===== config.mk =====
export PLATFORM = sky130hd
export DESIGN_NAME = sar_conv_ctrl
export DESIGN_NICKNAME = d
export VERILOG_FILES = /design/src/rtl/sar_pkg.sv /design/src/rtl/sar_cfg_reg.sv /design/src/rtl/sar_conv_seq.sv /design/src/rtl/sar_result_fmt.sv /design/src/rtl/sar_conv_ctrl.sv
export SDC_FILE = /design/constraint.sdc
export NUM_CORES = 1
export LEC_CHECK = 0
export CAP_MARGIN = 20
export CORE_ASPECT_RATIO = 2
export CORE_UTILIZATION = 50
export CTS_BUF_LIST = sky130_fd_sc_hd__clkbuf_2
export CTS_CLUSTER_DIAMETER = 50
export DETAILED_ROUTE_END_ITERATION = 10
export GPL_TIMING_DRIVEN = 0
export PLACE_DENSITY = 0.83
export SYNTH_ARGS = -nofsm -noshare
export SYNTH_HDL_FRONTEND = slang
export SYNTH_SLANG_ARGS = --single-unit
export TNS_END_PERCENT = 1

===== constraint.sdc =====
create_clock -name clk -period 3.6 [get_ports clk]
set_input_delay 1.08 -clock clk [delete_from_list [all_inputs] [get_ports clk]]
set_output_delay 1.08 -clock clk [all_outputs]
set_load 0.01 [all_outputs]

===== src/rtl/sar_pkg.sv =====
package sar_pkg;
  localparam int RAW_W = 14;
  localparam int RD_W  = 16;
  localparam int CNT_W = 5;
  localparam int NRES  = 4;
  localparam int CFG_W = 7;

  typedef enum logic [1:0] {RES_8 = 2'b00, RES_10 = 2'b01, RES_12 = 2'b10, RES_14 = 2'b11} res_e;

  localparam logic [1:0] PWR_LOW = 2'b10;

  typedef struct packed {
    logic [1:0] pwr;
    logic       burst;
    logic       fmt;
    res_e       res;
    logic       en;
  } cfg_t;

  localparam cfg_t CFG_RST = '{pwr: 2'b00, burst: 1'b0, fmt: 1'b0, res: RES_14, en: 1'b0};

  function automatic logic [CNT_W-1:0] conv_cycles(input res_e r);
    case (r)
      RES_8:   conv_cycles = CNT_W'(9);
      RES_10:  conv_cycles = CNT_W'(11);
      RES_12:  conv_cycles = CNT_W'(14);
      default: conv_cycles = CNT_W'(16);
    endcase
  endfunction

  function automatic logic [RAW_W-1:0] res_mask(input res_e r);
    case (r)
      RES_8:   res_mask = RAW_W'(14'h00FF);
      RES_10:  res_mask = RAW_W'(14'h03FF);
      RES_12:  res_mask = RAW_W'(14'h0FFF);
      default: res_mask = RAW_W'(14'h3FFF);
    endcase
  endfunction
endpackage


===== src/rtl/sar_cfg_reg.sv =====
module sar_cfg_reg
  import sar_pkg::*;
(
  input  logic clk,
  input  logic rst_n,
  input  logic we,
  input  cfg_t wdata,
  output cfg_t cfg_q,
  output logic err_q
);
  cfg_t cfg_d;
  logic err_d;
  logic bad_combo;

  assign bad_combo = (cfg_q.pwr == PWR_LOW) && (cfg_q.res == RES_14);

  always_comb begin
    cfg_d = cfg_q;
    err_d = err_q | bad_combo;
    if (we) begin
      cfg_d.en  = wdata.en;
      cfg_d.fmt = wdata.fmt;
      if (!cfg_q.en) begin
        cfg_d.res   = wdata.res;
        cfg_d.burst = wdata.burst;
        cfg_d.pwr   = wdata.pwr;
      end
    end
  end

  always_ff @(posedge clk or negedge rst_n) begin
    if (!rst_n) begin
      cfg_q <= CFG_RST;
      err_q <= 1'b0;
    end else begin
      if (we) cfg_q <= cfg_d;
      err_q <= err_d;
    end
  end
endmodule


===== src/rtl/sar_conv_seq.sv =====
module sar_conv_seq
  import sar_pkg::*;
(
  input  logic             clk,
  input  logic             rst_n,
  input  logic             start,
  input  logic             en,
  input  res_e             res,
  input  logic [RAW_W-1:0] raw,
  output logic             busy,
  output logic             valid,
  output logic             active,
  output res_e             cres_q,
  output logic [RAW_W-1:0] result_q
);
  logic [CNT_W-1:0] cnt_q, cnt_d;
  logic             accept;
  logic             capture;

  assign busy    = cnt_q > CNT_W'(1);
  assign valid   = cnt_q == CNT_W'(1);
  assign active  = cnt_q != '0;
  assign accept  = start && en && !busy;
  assign capture = cnt_q == CNT_W'(2);

  always_comb begin
    if (accept)      cnt_d = conv_cycles(res);
    else if (active) cnt_d = cnt_q - CNT_W'(1);
    else             cnt_d = cnt_q;
  end

  always_ff @(posedge clk or negedge rst_n) begin
    if (!rst_n) begin
      cnt_q    <= '0;
      cres_q   <= RES_14;
      result_q <= '0;
    end else begin
      cnt_q <= cnt_d;
      if (accept)  cres_q   <= res;
      if (capture) result_q <= raw & res_mask(cres_q);
    end
  end
endmodule


===== src/rtl/sar_result_fmt.sv =====
module sar_result_fmt
  import sar_pkg::*;
(
  input  logic [RAW_W-1:0] result,
  input  res_e             cres,
  input  logic             fmt,
  output logic [RD_W-1:0]  rd_data
);
  logic [RD_W-1:0] aligned [NRES];

  for (genvar g = 0; g < NRES; g++) begin : g_align
    localparam int N  = 8 + 2 * g;
    localparam int SH = RD_W - N;
    assign aligned[g] = {~result[N-1], result[N-2:0], {SH{1'b0}}};
  end

  always_comb begin
    if (fmt) rd_data = aligned[cres];
    else     rd_data = {{(RD_W-RAW_W){1'b0}}, result};
  end
endmodule


===== src/rtl/sar_conv_ctrl.sv =====
module sar_conv_ctrl
  import sar_pkg::*;
(
  input  logic               clk,
  input  logic               rst_n,
  input  logic               cfg_we,
  input  logic [CFG_W-1:0]   cfg_wdata,
  input  logic               start,
  input  logic [RAW_W-1:0]   raw_result,
  output logic [CFG_W-1:0]   cfg_rdata,
  output logic               busy,
  output logic               res_valid,
  output logic               ref_en,
  output logic               cfg_err,
  output logic [RD_W-1:0]    rd_data
);
  cfg_t             cfg;
  logic             active;
  res_e             cres;
  logic [RAW_W-1:0] result;

  sar_cfg_reg u_cfg (
    .clk   (clk),
    .rst_n (rst_n),
    .we    (cfg_we),
    .wdata (cfg_t'(cfg_wdata)),
    .cfg_q (cfg),
    .err_q (cfg_err)
  );

  sar_conv_seq u_seq (
    .clk      (clk),
    .rst_n    (rst_n),
    .start    (start),
    .en       (cfg.en),
    .res      (cfg.res),
    .raw      (raw_result),
    .busy     (busy),
    .valid    (res_valid),
    .active   (active),
    .cres_q   (cres),
    .result_q (result)
  );

  sar_result_fmt u_fmt (
    .result  (result),
    .cres    (cres),
    .fmt     (cfg.fmt),
    .rd_data (rd_data)
  );

  assign cfg_rdata = cfg;
  assign ref_en    = !cfg.burst || active;
endmodule


### Word-level counts from Yosys, hierarchy flattened

Cells that the tools add are included.

| word-level totals | value |
|---|---|
| bits in read-only memories | 0 |
| bits in latches | 0 |
| register bits after elaboration | 29 |
| memories kept | 0 |
| logic and storage cells | 48 |
| bits in writable memories | 0 |
| input port bits | 25 |
| output and inout port bits | 27 |

| operators by class | value |
|---|---|
| add/subtract/negate cells | 1 |
| reductions and logical operators | 11 |
| $lt $le $gt $ge | 2 |
| bitwise operators | 8 |
| shifts and indexed selects | 0 |
| $mul | 0 |
| divide/modulo/power cells | 0 |
| muxes and demuxes | 9 |
| equal/unequal tests | 8 |

Operator list:

| cell | count |
|---|---|
| 16-bit 2-to-1 mux | 3 |
| 14-bit one-hot mux with 3 select lines | 1 |
| 16-bit binary-select mux with 2-bit select | 1 |
| 5-bit one-hot mux with 3 select lines | 1 |
| 14-bit AND | 1 |
| 14-bit 2-to-1 mux | 1 |
| 5-bit 2-to-1 mux | 2 |
| 2-bit equality test (second input constant) | 4 |
| 5-bit by 1-bit equality test with 1-bit output (second input constant) | 1 |
| 5-bit by 2-bit equality test with 1-bit output (second input constant) | 1 |
| 5-bit by 1-bit > comparator with 1-bit output (second input constant) | 1 |
| 1-bit NOT | 5 |
| 5-bit nonzero test | 1 |
| 5-bit by 1-bit subtractor with 5-bit output (second input constant) | 1 |
| 2-bit by 1-bit equality test with 1-bit output (second input constant) | 2 |
| 2-bit zero test | 2 |
| 3-bit greater-or-equal comparator (second input constant) | 1 |
| 1-bit logical AND | 3 |
| 2-bit NOT with 3-bit output | 1 |
| 1-bit zero test | 2 |
| 2-bit AND reduction | 1 |
| 2-bit nonzero test | 1 |
| 1-bit logical OR | 1 |
| 1-bit OR | 1 |

### Longest topological paths before layout

Gate-level depths: netlist (run 1).

| depth | value |
|---|---|
| word-level depth | 5 |
| gate-level depth with buffers | 6 |
| depth with buffers taken out | 5 |

### Hierarchy

From an unflattened synthesis (run 1), not the netlist that was laid out.

| second synthesis, totals | value |
|---|---|
| cell total of the unflattened synthesis | 165 |
| area total of the unflattened synthesis | 1809.2 µm² |

Modules (own cells, without submodules):

| module | sequential area each (µm²) | times used | area each (µm²) | cells an instance |
|---|---|---|---|---|
| sar_conv_seq | 528.0 | 1 | 1062.3 | 88 |
| sar_result_fmt | 0.0 | 1 | 416.6 | 58 |
| sar_cfg_reg | 202.7 | 1 | 324.1 | 18 |
| sar_conv_ctrl | 0.0 | 1 | 6.3 | 1 |

### Worst setup path after synthesis (run 1)

Ideal clock, no wire load.

| path | value |
|---|---|
| path kind | register to output |
| from | register u_seq.cres_q[0] |
| to | output port rd_data[8] |
| buffers on the path | 1 |
| arrival | 1.557 ns |
| setup slack | 0.963 ns |
| stages on the path, launching flop included | 4 |
| path through | dfstp_2 -> buf_2 -> mux4_2 -> mux2_2 |

| between the ends | value |
|---|---|
| longest elaborated chain between the ends | 5 |

RTL lines:

| what | line | text |
|---|---|---|
| start: declaration | sar_conv_seq.sv:13 | `output res_e cres_q,` |
| start signal: assignment | sar_conv_seq.sv:39 | `if (accept) cres_q <= res;` |
| 2-bit NOT with 3-bit output (implied by the code) | sar_result_fmt.sv:18 | `if (fmt) rd_data = aligned[cres];` |
| 16-bit binary-select mux with 2-bit select | sar_result_fmt.sv:18 |  |
| 16-bit 2-to-1 mux (implied by the code) (2 in series) | sar_result_fmt.sv:18 |  |
| 16-bit 2-to-1 mux | sar_result_fmt.sv:18 |  |
| end: declaration | sar_conv_ctrl.sv:15 | `output logic [RD_W-1:0] rd_data` |

No other way between the ends. The select of a mux whose other input is x is not followed.

### Worst setup path after layout (run 1)

| path | value |
|---|---|
| from | register u_seq.cres_q[0] |
| to | output port rd_data[11] |

The elaborated chain is that of the path after synthesis.

==> results of run 1 <==
per-stage QoR:
step	power (W)	worst slack (ps)	TNS [ps]	util, %	hold WS [ps]
6_report	0.001847	87.66	0	71.50	501.8
5_1_grt	0.001963	13.70	0	71.50	510.0
4_1_cts	0.001863	-2.260	-2.260	71.43	510.0
3_5_place_dp	0.001699	275.2	0	70.37	472.8
3_3_place_gp	0.001644	381.1	0	69.56	459.2
2_1_floorplan	0.001266	962.9	0	-	462.4
kinds of logic after synthesis:
logic type | count (synthesis)
flip-flops | 29
adder cells (fa/ha/maj) | 7
AO/OA/AOI/OAI | 29
buffers and inverters | 24
multiplexers | 35
AND/OR/NAND/NOR | 34
XOR/XNOR | 1
placed cells by master, fill, tap and decap left out, types with 3 or more instances in the layout:
cell	instances
buf_4	3
clkbuf_2	5
dfrtp_1	25
dfstp_2	4
mux2_4	8
o22ai_1	3
mux2i_1	4
inv_1	13
nand2_1	14
o21ai_0	15
nor2b_1	5
clkdlybuf4s50_1	51
clkbuf_1	5
mux4_2	8
nor2_1	3
and2_1	3
ha_1	7
mux2_2	15
sequential cells by signal, summed over array words and instances (netlist names):
signal,count
u_cfg.cfg_q,7
u_seq.cnt_q,5
u_seq.cres_q,2
u_seq.result_q,14
u_cfg.err_q,1
per-layer routing:
layer	GRT usage, %	up-vias
met5	0	-
met4	10.19	0
met3	4.979	8
met2	47.99	52
met1	24.18	689
li1	-	685
power by group:
group / total, W / internal [W] / switching (W)
Clock: 0.000155 / 0.0000424 / 0.000113
Combinational: 0.00105 / 0.000645 / 0.000402
Sequential: 0.000645 / 0.000453 / 0.000192
Total: 0.00185 / 0.00114 / 0.000707
how the worst max path moves through the flow:
| stage | startpoint | endpoint | slack [ps] | cells after the start |
|---|---|---|---|---|
| after floorplan | u_seq.cres_q[0] | rd_data[8] | 960 | 3 |
| after global placement | u_seq.cres_q[1] | rd_data[4] | 380 | 5 |
| after detailed placement | u_seq.cres_q[1] | rd_data[4] | 280 | 5 |
| after CTS | u_seq.cres_q[0] | rd_data[12] | -2 | 4 |
| after global routing | u_seq.cres_q[0] | rd_data[11] | 10 | 4 |
| final | u_seq.cres_q[0] | rd_data[11] | 90 | 4 |
cell type report:
cell class	instances	area share (%)
clock buffer	5	1.025
timing repair buffer	52	22.03
multi-input combinational	106	39.60
clock inverter	3	0.5123
buffer	10	2.459
tap	48	2.459
sequential	29	29.92
inverter	13	1.998
timing repair:
item	in CTS	in global routing
resized for setup	1	1
cloned	0	0
setup endpoints to repair	7	6
==> impl_metrics.toml, run 1 <==
[worst_setup_path]
cp_slowest_cell = "dfstp_2"
reg2reg_to = "u_seq.cnt_q[1]"
cp_num_buf_inv = 2
path_max_fanout = 10
worst_path_largest_cell_delay_ps = 570
crit_type = "register to primary output"
worstSetupEndpointType = "primary output"
rr_startpoint = "u_seq.cnt_q[1]"
arrival_ps = 2430
ff2ff_setup_slack_ps = 1810
cp_cell_sequence = "clkbuf_4 > mux4_2 > mux2_2 > clkdlybuf4s50_1"
crit_required_ps = 2520
cp_top_family = "multiplexers"
ff2ff_path_depth = 4
cp-start-kind = "register"

[clock_network]
cts_setup_buffers = 0
clk_pin_slew_ps = 150
clk_latency_ps = 360
cts_sinks = 29
cts_root_buf = "clkbuf_2"
cts_hold_buf = 0
cts_tree = "yes"
cts_buffers = 5
htreeDepth = 2
cts_buffer_depth = 2

[sta]
max_freq_mhz = 284.7
slew_headroom_pct = 54.95
rsz0062_at_grt = "false"
fin_skew_ps = 17.73
fin_crit_sh_pct = 97.56
tightest_slew_ps = 672.8
min_period_ps = 3512
slew_viol_final = 0
setup_viol = 0
hold_viol_final = 0

[logic_synthesis]
synth_edf_count = 0
yosysUniqueCellTypes = 35
synthArstFlopShare_pct = 100.0
synth_top_area_cell = "dfrtp_1"
synthSimpleGateAreaFrac_pct = 10.19
seq_area_frac_synth_pct = 40.47
syn_inst = 159
synth_commonest_cells = "25 x dfrtp_1, 15 x mux2_2, 15 x o21ai_0, 14 x nand2_1, 13 x inv_1"
syn_area_sq_um = 1805
yosys-mux-area-fraction_pct = 28.21
synthTopCellsByArea = "dfrtp_1 35%, mux4_2 10%, mux2_2 9.4%, mux2_4 6.7%, dfstp_2 5.8%"
syn-num-nets = 191
yosys_warnings = 0
avgSynthCellArea_sq_um = 11.36
synth_seq_cells = 29
synth.most_common_cell = "dfrtp_1"
synth_xor_area_share_pct = 0.4851
synth_compound_area_share_pct = 9.841
synth_top_family_by_area = "multiplexers"
yosys.area_share.adder_pct = 4.851
yosysTopAreaCellShare_pct = 34.65
synth_top_flop_cell = "dfrtp_1"

[die]
rows = 30
core_region_area_sq_um = 3416
die_y_um = 86.98
die_w_um = 44.49
die_area_sq_um = 3870
initial_core_util_pct = 52.86
ios = 52

[finish]
multiInputGateArea_sq_um = 967.2
syn_to_final_growth_pct = 35.27
num_antenna_cells = 0
fin_nets = 249
drive_gt1_share_pct = 22.94
stdcell_count = 266
fill_cells = 269
stdcell_area_sq_um = 2442
ff_latch_area_sq_um = 730.7

[drt]
route.layer.met1.wl_um = 1580
dr_wl_met3_um = 147
dr_wl_met2_um = 2626
totalWireLength_um = 4453
top_layer = "met4"
ant_nets = 0
drc = 0
vias_per_cell = 5.391
drtIter0Drc = 32
wire_per_inst_um = 16.74
vias = 1434
drt-pass1-iter-count = 4

[min_path]
min_to = "u_cfg.err_q"
worstHoldStart = "u_cfg.err_q"
hold_path.class = "register to register"
hold_depth = 1

[grt]
antenna_found_initial = 0
grt_max_degree = 19
grt_overflow = 0
grt_pass1_wl_um = 7017
grt_usage_pct = 24.98
grt_pass1_vias = 1504

[place]
hpwl_um = 3551
dp.cells = 259
gp_congestion = 0.8674
place_area_sq_um = 2404
port_buffers = 51

[status]
status = "complete, no violations"

[power]
worst_ir_drop_vdd_v = 0.0005858
leakagePower_nw = 1.035
power.density_nw_per_um2 = 756.4

[run]
cap_violations = 0
Power figures use the tool's default switching activity.
==> inputs of run 2 (changes only) <==
CELL_PAD_IN_SITES_DETAIL_PLACEMENT = 0   (was unset)
CELL_PAD_IN_SITES_GLOBAL_PLACEMENT = 1   (was unset)
CORE_UTILIZATION = 41   (was 50)
PLACE_DENSITY = unset   (was 0.83)
PLACE_DENSITY_LB_ADDON = 0.1   (was unset)
SLEW_MARGIN = 40   (was unset)
==> run 2 against run 1 <==
Flip-flop and latch count unchanged; clock power up 7%; combinational power about the same; largest cell class unchanged; largest power group unchanged.
==> impl_metrics.toml, run 2 (synthesis results as in run 1) <==
[grt]
grt_pass1_vias = 1496
grt_pass1_wl_um = 7058
grt_max_degree = 30
grt_usage_pct = 20.30
grt_overflow = 0
antenna_found_initial = 0

[power]
leakagePower_nw = 1.029
power.density_nw_per_um2 = 757.3
worst_ir_drop_vdd_v = 0.0004005
p_total_w = 0.001831

[finish]
regMostFlops = "u_seq.result_q"
fill_cells = 364
largest_reg_flops = 14
stdcell_area_sq_um = 2417
largestRegisters = "u_seq.result_q x14, u_cfg.cfg_q x7, u_seq.cnt_q x5"
ff_latch_area_sq_um = 730.7
finish.utilization_pct = 57.97
num_antenna_cells = 0
fin_nets = 248
stdcell_count = 269
drive_gt1_share_pct = 23.96
final_common_cell = "clkdlybuf4s50_1"
multiInputGateArea_sq_um = 967.2
syn_to_final_growth_pct = 33.89
mostFrequentLayoutCells = "50 x clkdlybuf4s50_1, 25 x dfrtp_1, 15 x mux2_2, 15 x o21ai_0, 14 x nand2_1"

[drt]
vias_per_cell = 5.249
drtIter0Drc = 21
ant_nets = 0
vias = 1412
wire_per_inst_um = 15.58
totalWireLength_um = 4191
drc = 0
drt-pass1-iter-count = 4

[status]
status = "complete, no violations"

[sta]
max_freq_mhz = 284.9
setup_viol = 0
slew_headroom_pct = 55.88
hold_viol_final = 0
min_period_ps = 3510
fin_skew_ps = 6.837
slew_viol_final = 0
tns_ps = 0
tightest_slew_ps = 658.9
rsz0062_at_grt = "false"
fin_crit_sh_pct = 97.49

[die]
core_region_area_sq_um = 4170
die_y_um = 95.85
rows = 33
die_w_um = 48.93
ios = 52
initial_core_util_pct = 43.29
die_area_sq_um = 4689

[place]
dp.cells = 262
port_buffers = 51
hpwl_um = 3234
place_area_sq_um = 2376
gp_congestion = 0.8112

[worst_setup_path]
worst_path_largest_cell_delay_ps = 570
crit_type = "register to primary output"
arrival_ps = 2430
cp-start-kind = "register"
crit_required_ps = 2520
cp_slowest_cell = "dfstp_2"
worstSetupEndpointType = "primary output"
cp_cell_sequence = "buf_4 > mux4_2 > mux2_2 > clkdlybuf4s50_1"
ff2ff_path_depth = 4
path_max_fanout = 10

[clock_network]
htreeDepth = 2
cts_buffer_depth = 2
post_cts_resized = 2
cts_hold_buf = 0
cts_setup_buffers = 0
clk_pin_slew_ps = 150
cts_sinks = 29
cts_tree = "yes"
cts_buffers = 5
clk_latency_ps = 370
cts_root_buf = "clkbuf_2"

[run]
cap_violations = 0

[min_path]
hold_depth = 1
hold_path.class = "register to register"
run 2: cell count changes in the layout (fill, tap and decap cells not counted), sizes merged:
| cell | delta |
|---|---|
| clkdlybuf4s50 | -1 |
| clkbuf | +1 |
| clkinv | -2 |
| buf | +1 |
run 2: metal layers:
layer | wire [um] | global-route usage [%] | part of all wire, %
met5 | 0 | 0 | 0
met4 | 86 | 9.559 | 2.1
met3 | 119 | 3.633 | 2.8
met2 | 2471 | 40.28 | 59
met1 | 1513 | 19.68 | 36
run 2: final cells by class:
cell class                      count  share of cell area, %
Clock buffer                        7                  1.449
Inverter                           13                  2.019
Sequential cell                    29                  30.23
Tap cell                           52                  2.692
Multi-Input combinational cell    106                  40.01
Buffer                             10                  2.536
Clock inverter                      1                 0.1553
Timing Repair Buffer               51                  20.91
run 2: path summary, 6_finish.rpt:
check                                      from  slack, ps           endpoint
worst max register to register   u_seq.cnt_q[1]       1810     u_seq.cnt_q[1]
min in group asynchronous                 rst_n        710  u_seq.result_q[4]
worst min-delay path                u_cfg.err_q        500        u_cfg.err_q
worst min register to register      u_cfg.err_q        500        u_cfg.err_q
max in group asynchronous                 rst_n       2470     u_cfg.cfg_q[0]
worst max-delay path            u_seq.cres_q[0]         90        rd_data[13]
run 2: power by group:
part | leakage [nW] | switching [W] | internal [W]
Sequential | 0.347 | 0.000171 | 0.000454
Clock | 0.0306 | 0.000114 | 0.0000519
Combinational | 0.651 | 0.000395 | 0.000645
run 2: stage by stage:
| step | setup slack, ps | hold slack (ps) |
|---|---|---|
| after floorplan | 962.9 | 462.4 |
| after global placement | 371.7 | 454.2 |
| after detailed placement | 338.3 | 478.6 |
| after CTS | 1.601 | 510.3 |
| after global routing | 1.615 | 522.9 |
| final | 90.48 | 502.5 |
run 2: critical path, delay by kind of cell, from the launching register on:
family | cells | cell delay, ps
flip-flops | 1 | 570
multiplexers | 2 | 800
buffers and inverters | 2 | 690
==> inputs of run 3 (changes only) <==
CORE_UTILIZATION = 39   (was 41)
CTS_BUF_LIST = sky130_fd_sc_hd__clkbuf_4 sky130_fd_sc_hd__clkbuf_8 sky130_fd_sc_hd__clkbuf_16   (was sky130_fd_sc_hd__clkbuf_2)
==> run 3 against run 2 <==
Final cell count increased by 0.74%; clock power is 82% higher; register-to-register slack improved by 20 ps; final area rose by 2.6%; routed wire length rose by 3.4%; power increased by 7.6%; critical path type unchanged; critical endpoint unchanged.
==> impl_metrics.toml, run 3 (synthesis results as in run 1) <==
[clock_network]
cts_tree = "yes"
cts_hold_buf = 0
htreeDepth = 2
clk_latency_ps = 280
cts_sinks = 29
cts_root_buf = "clkbuf_8"
cts_buffers = 5
cts_setup_buffers = 0
clk_pin_slew_ps = 60
cts_buffer_depth = 2

[sta]
fin_crit_sh_pct = 96.87
hold_viol_final = 0
max_freq_mhz = 286.7
slew_viol_final = 0
rsz0062_at_grt = "false"
setup_viol = 0
min_period_ps = 3487
slew_headroom_pct = 55.55
tightest_slew_ps = 663.9
tns_ps = 0
fin_skew_ps = 4.911

[finish]
largestRegisters = "u_seq.result_q x14, u_cfg.cfg_q x7, u_seq.cnt_q x5"
multiInputGateArea_sq_um = 967.2
stdcell_area_sq_um = 2480
drive_gt1_share_pct = 24.42
final_common_cell = "clkdlybuf4s50_1"
num_antenna_cells = 0
mostFrequentLayoutCells = "50 x clkdlybuf4s50_1, 25 x dfrtp_1, 15 x mux2_2, 15 x o21ai_0, 14 x nand2_1"
fin_nets = 248
syn_to_final_growth_pct = 37.35
regMostFlops = "u_seq.result_q"
ff_latch_area_sq_um = 730.7
fill_cells = 402
largest_reg_flops = 14

[drt]
totalWireLength_um = 4333
vias_per_cell = 5.284
drc = 0
wire_per_inst_um = 15.99
ant_nets = 0
drtIter0Drc = 25
drt-pass1-iter-count = 4
vias = 1432

[power]
clkPwrFrac_pct = 15.4
intPower_w = 0.001268
switching_share_pct = 35.63
worst_ir_drop_vdd_v = 0.0004922
seq_power_share_pct = 31.8
p_switching_w = 0.0007019
power_frac_comb_pct = 52.8
leakagePower_nw = 1.051
power.density_nw_per_um2 = 794.3

[grt]
grt_pass1_wl_um = 7258
top_usage_layer = "met2"
grtUsageMet1_pct = 20.04
grt_max_degree = 30
use_met3_pct = 3.894
grtUsageMet2_pct = 36.51
antenna_found_initial = 0
grt_usage_pct = 19.94
grt_pass1_vias = 1538
grt_overflow = 0

[worst_setup_path]
worstSetupEndpointType = "primary output"
cp_top_family = "multiplexers"
cp-start-kind = "register"
arrival_ps = 2410
worst_path_largest_cell_delay_ps = 550
cp_cell_sequence = "buf_2 > mux4_2 > mux2_2 > clkdlybuf4s50_1"
crit_required_ps = 2520
cp_slowest_cell = "dfstp_2"
path_max_fanout = 10
cp_num_buf_inv = 2
crit_type = "register to primary output"

[place]
gp_congestion = 0.7595
hpwl_um = 3333
place_area_sq_um = 2379
port_buffers = 51

[die]
die_y_um = 98.22
die_area_sq_um = 4922
core_region_area_sq_um = 4382
initial_core_util_pct = 41.21
rows = 34
ios = 52
die_w_um = 50.11

[run]
cap_violations = 0

[min_path]
hold_path.class = "register to register"

[status]
status = "complete, no violations"
run 3: routing by layer:
layer	share of wire (%)	wire length (um)	up-vias
met5	0	0	-
met4	2.6	111	0
met1	37	1584	695
met3	3.9	167	8
li1	-	-	680
met2	57	2470	49
run 3: worst paths after layout:
| check | start | to | slack (ps) | depth (start not counted) |
|---|---|---|---|---|
| max reg2reg | u_seq.cnt_q[1] | u_seq.cnt_q[1] | 1830 | 4 |
| max | u_seq.cres_q[0] | rd_data[13] | 110 | 4 |
| max in group asynchronous | rst_n | u_seq.cnt_q[4] | 2330 | 1 |
| min reg2reg | u_cfg.err_q | u_cfg.err_q | 470 | 1 |
| min | u_cfg.err_q | u_cfg.err_q | 470 | 1 |
| min in group asynchronous | rst_n | u_seq.result_q[2] | 830 | 1 |
run 3: cell type report:
| class | instances | share of cell area [%] |
|---|---|---|
| Tap cell | 54 | 2.725 |
| Buffer | 10 | 2.371 |
| Timing Repair Buffer | 51 | 20.38 |
| Clock buffer | 7 | 3.885 |
| Sequential cell | 29 | 29.47 |
| Multi-Input combinational cell | 106 | 39.00 |
| Clock inverter | 1 | 0.2018 |
| Inverter | 13 | 1.968 |
run 3: timing repair:
item,in CTS,in global routing
gates resized for setup,1,1
endpoints found under the setup margin,2,4
cloned,0,0
run 3: worst reg2reg max path, cell delays in order, from the launching register on:
cell and delay (ps):
dfrtp_1 380, inv_1 80, ha_1 220, o211ai_1 570, mux2_2 400
run 3: per-stage QoR:
step | total power (W) | hold slack [ps] | cells | utilization [%] | worst slack [ps]
2_1_floorplan | 0.001266 | 462.4 | 159 | - | 962.9
3_3_place_gp | 0.001642 | 451.3 | 264 | 54.40 | 374.8
3_5_place_dp | 0.001679 | 463.8 | 264 | 54.28 | 280.1
4_1_cts | 0.001994 | 479.3 | 272 | 56.62 | 86.31
5_1_grt | 0.002110 | 510.6 | 271 | 56.60 | 0.7301
6_report | 0.001970 | 473.4 | 271 | 56.60 | 112.6
run 3: power groups by stage:
stage | Clock (W) | Combinational, W | Sequential (W)
2_1_floorplan | 0 | 0.000694 | 0.000572
3_3_place_gp | 0 | 0.00103 | 0.000612
3_5_place_dp | 0 | 0.00106 | 0.000619
4_1_cts | 0.000313 | 0.00107 | 0.000614
5_1_grt | 0.000325 | 0.00114 | 0.000649
6_report | 0.000302 | 0.00104 | 0.000627
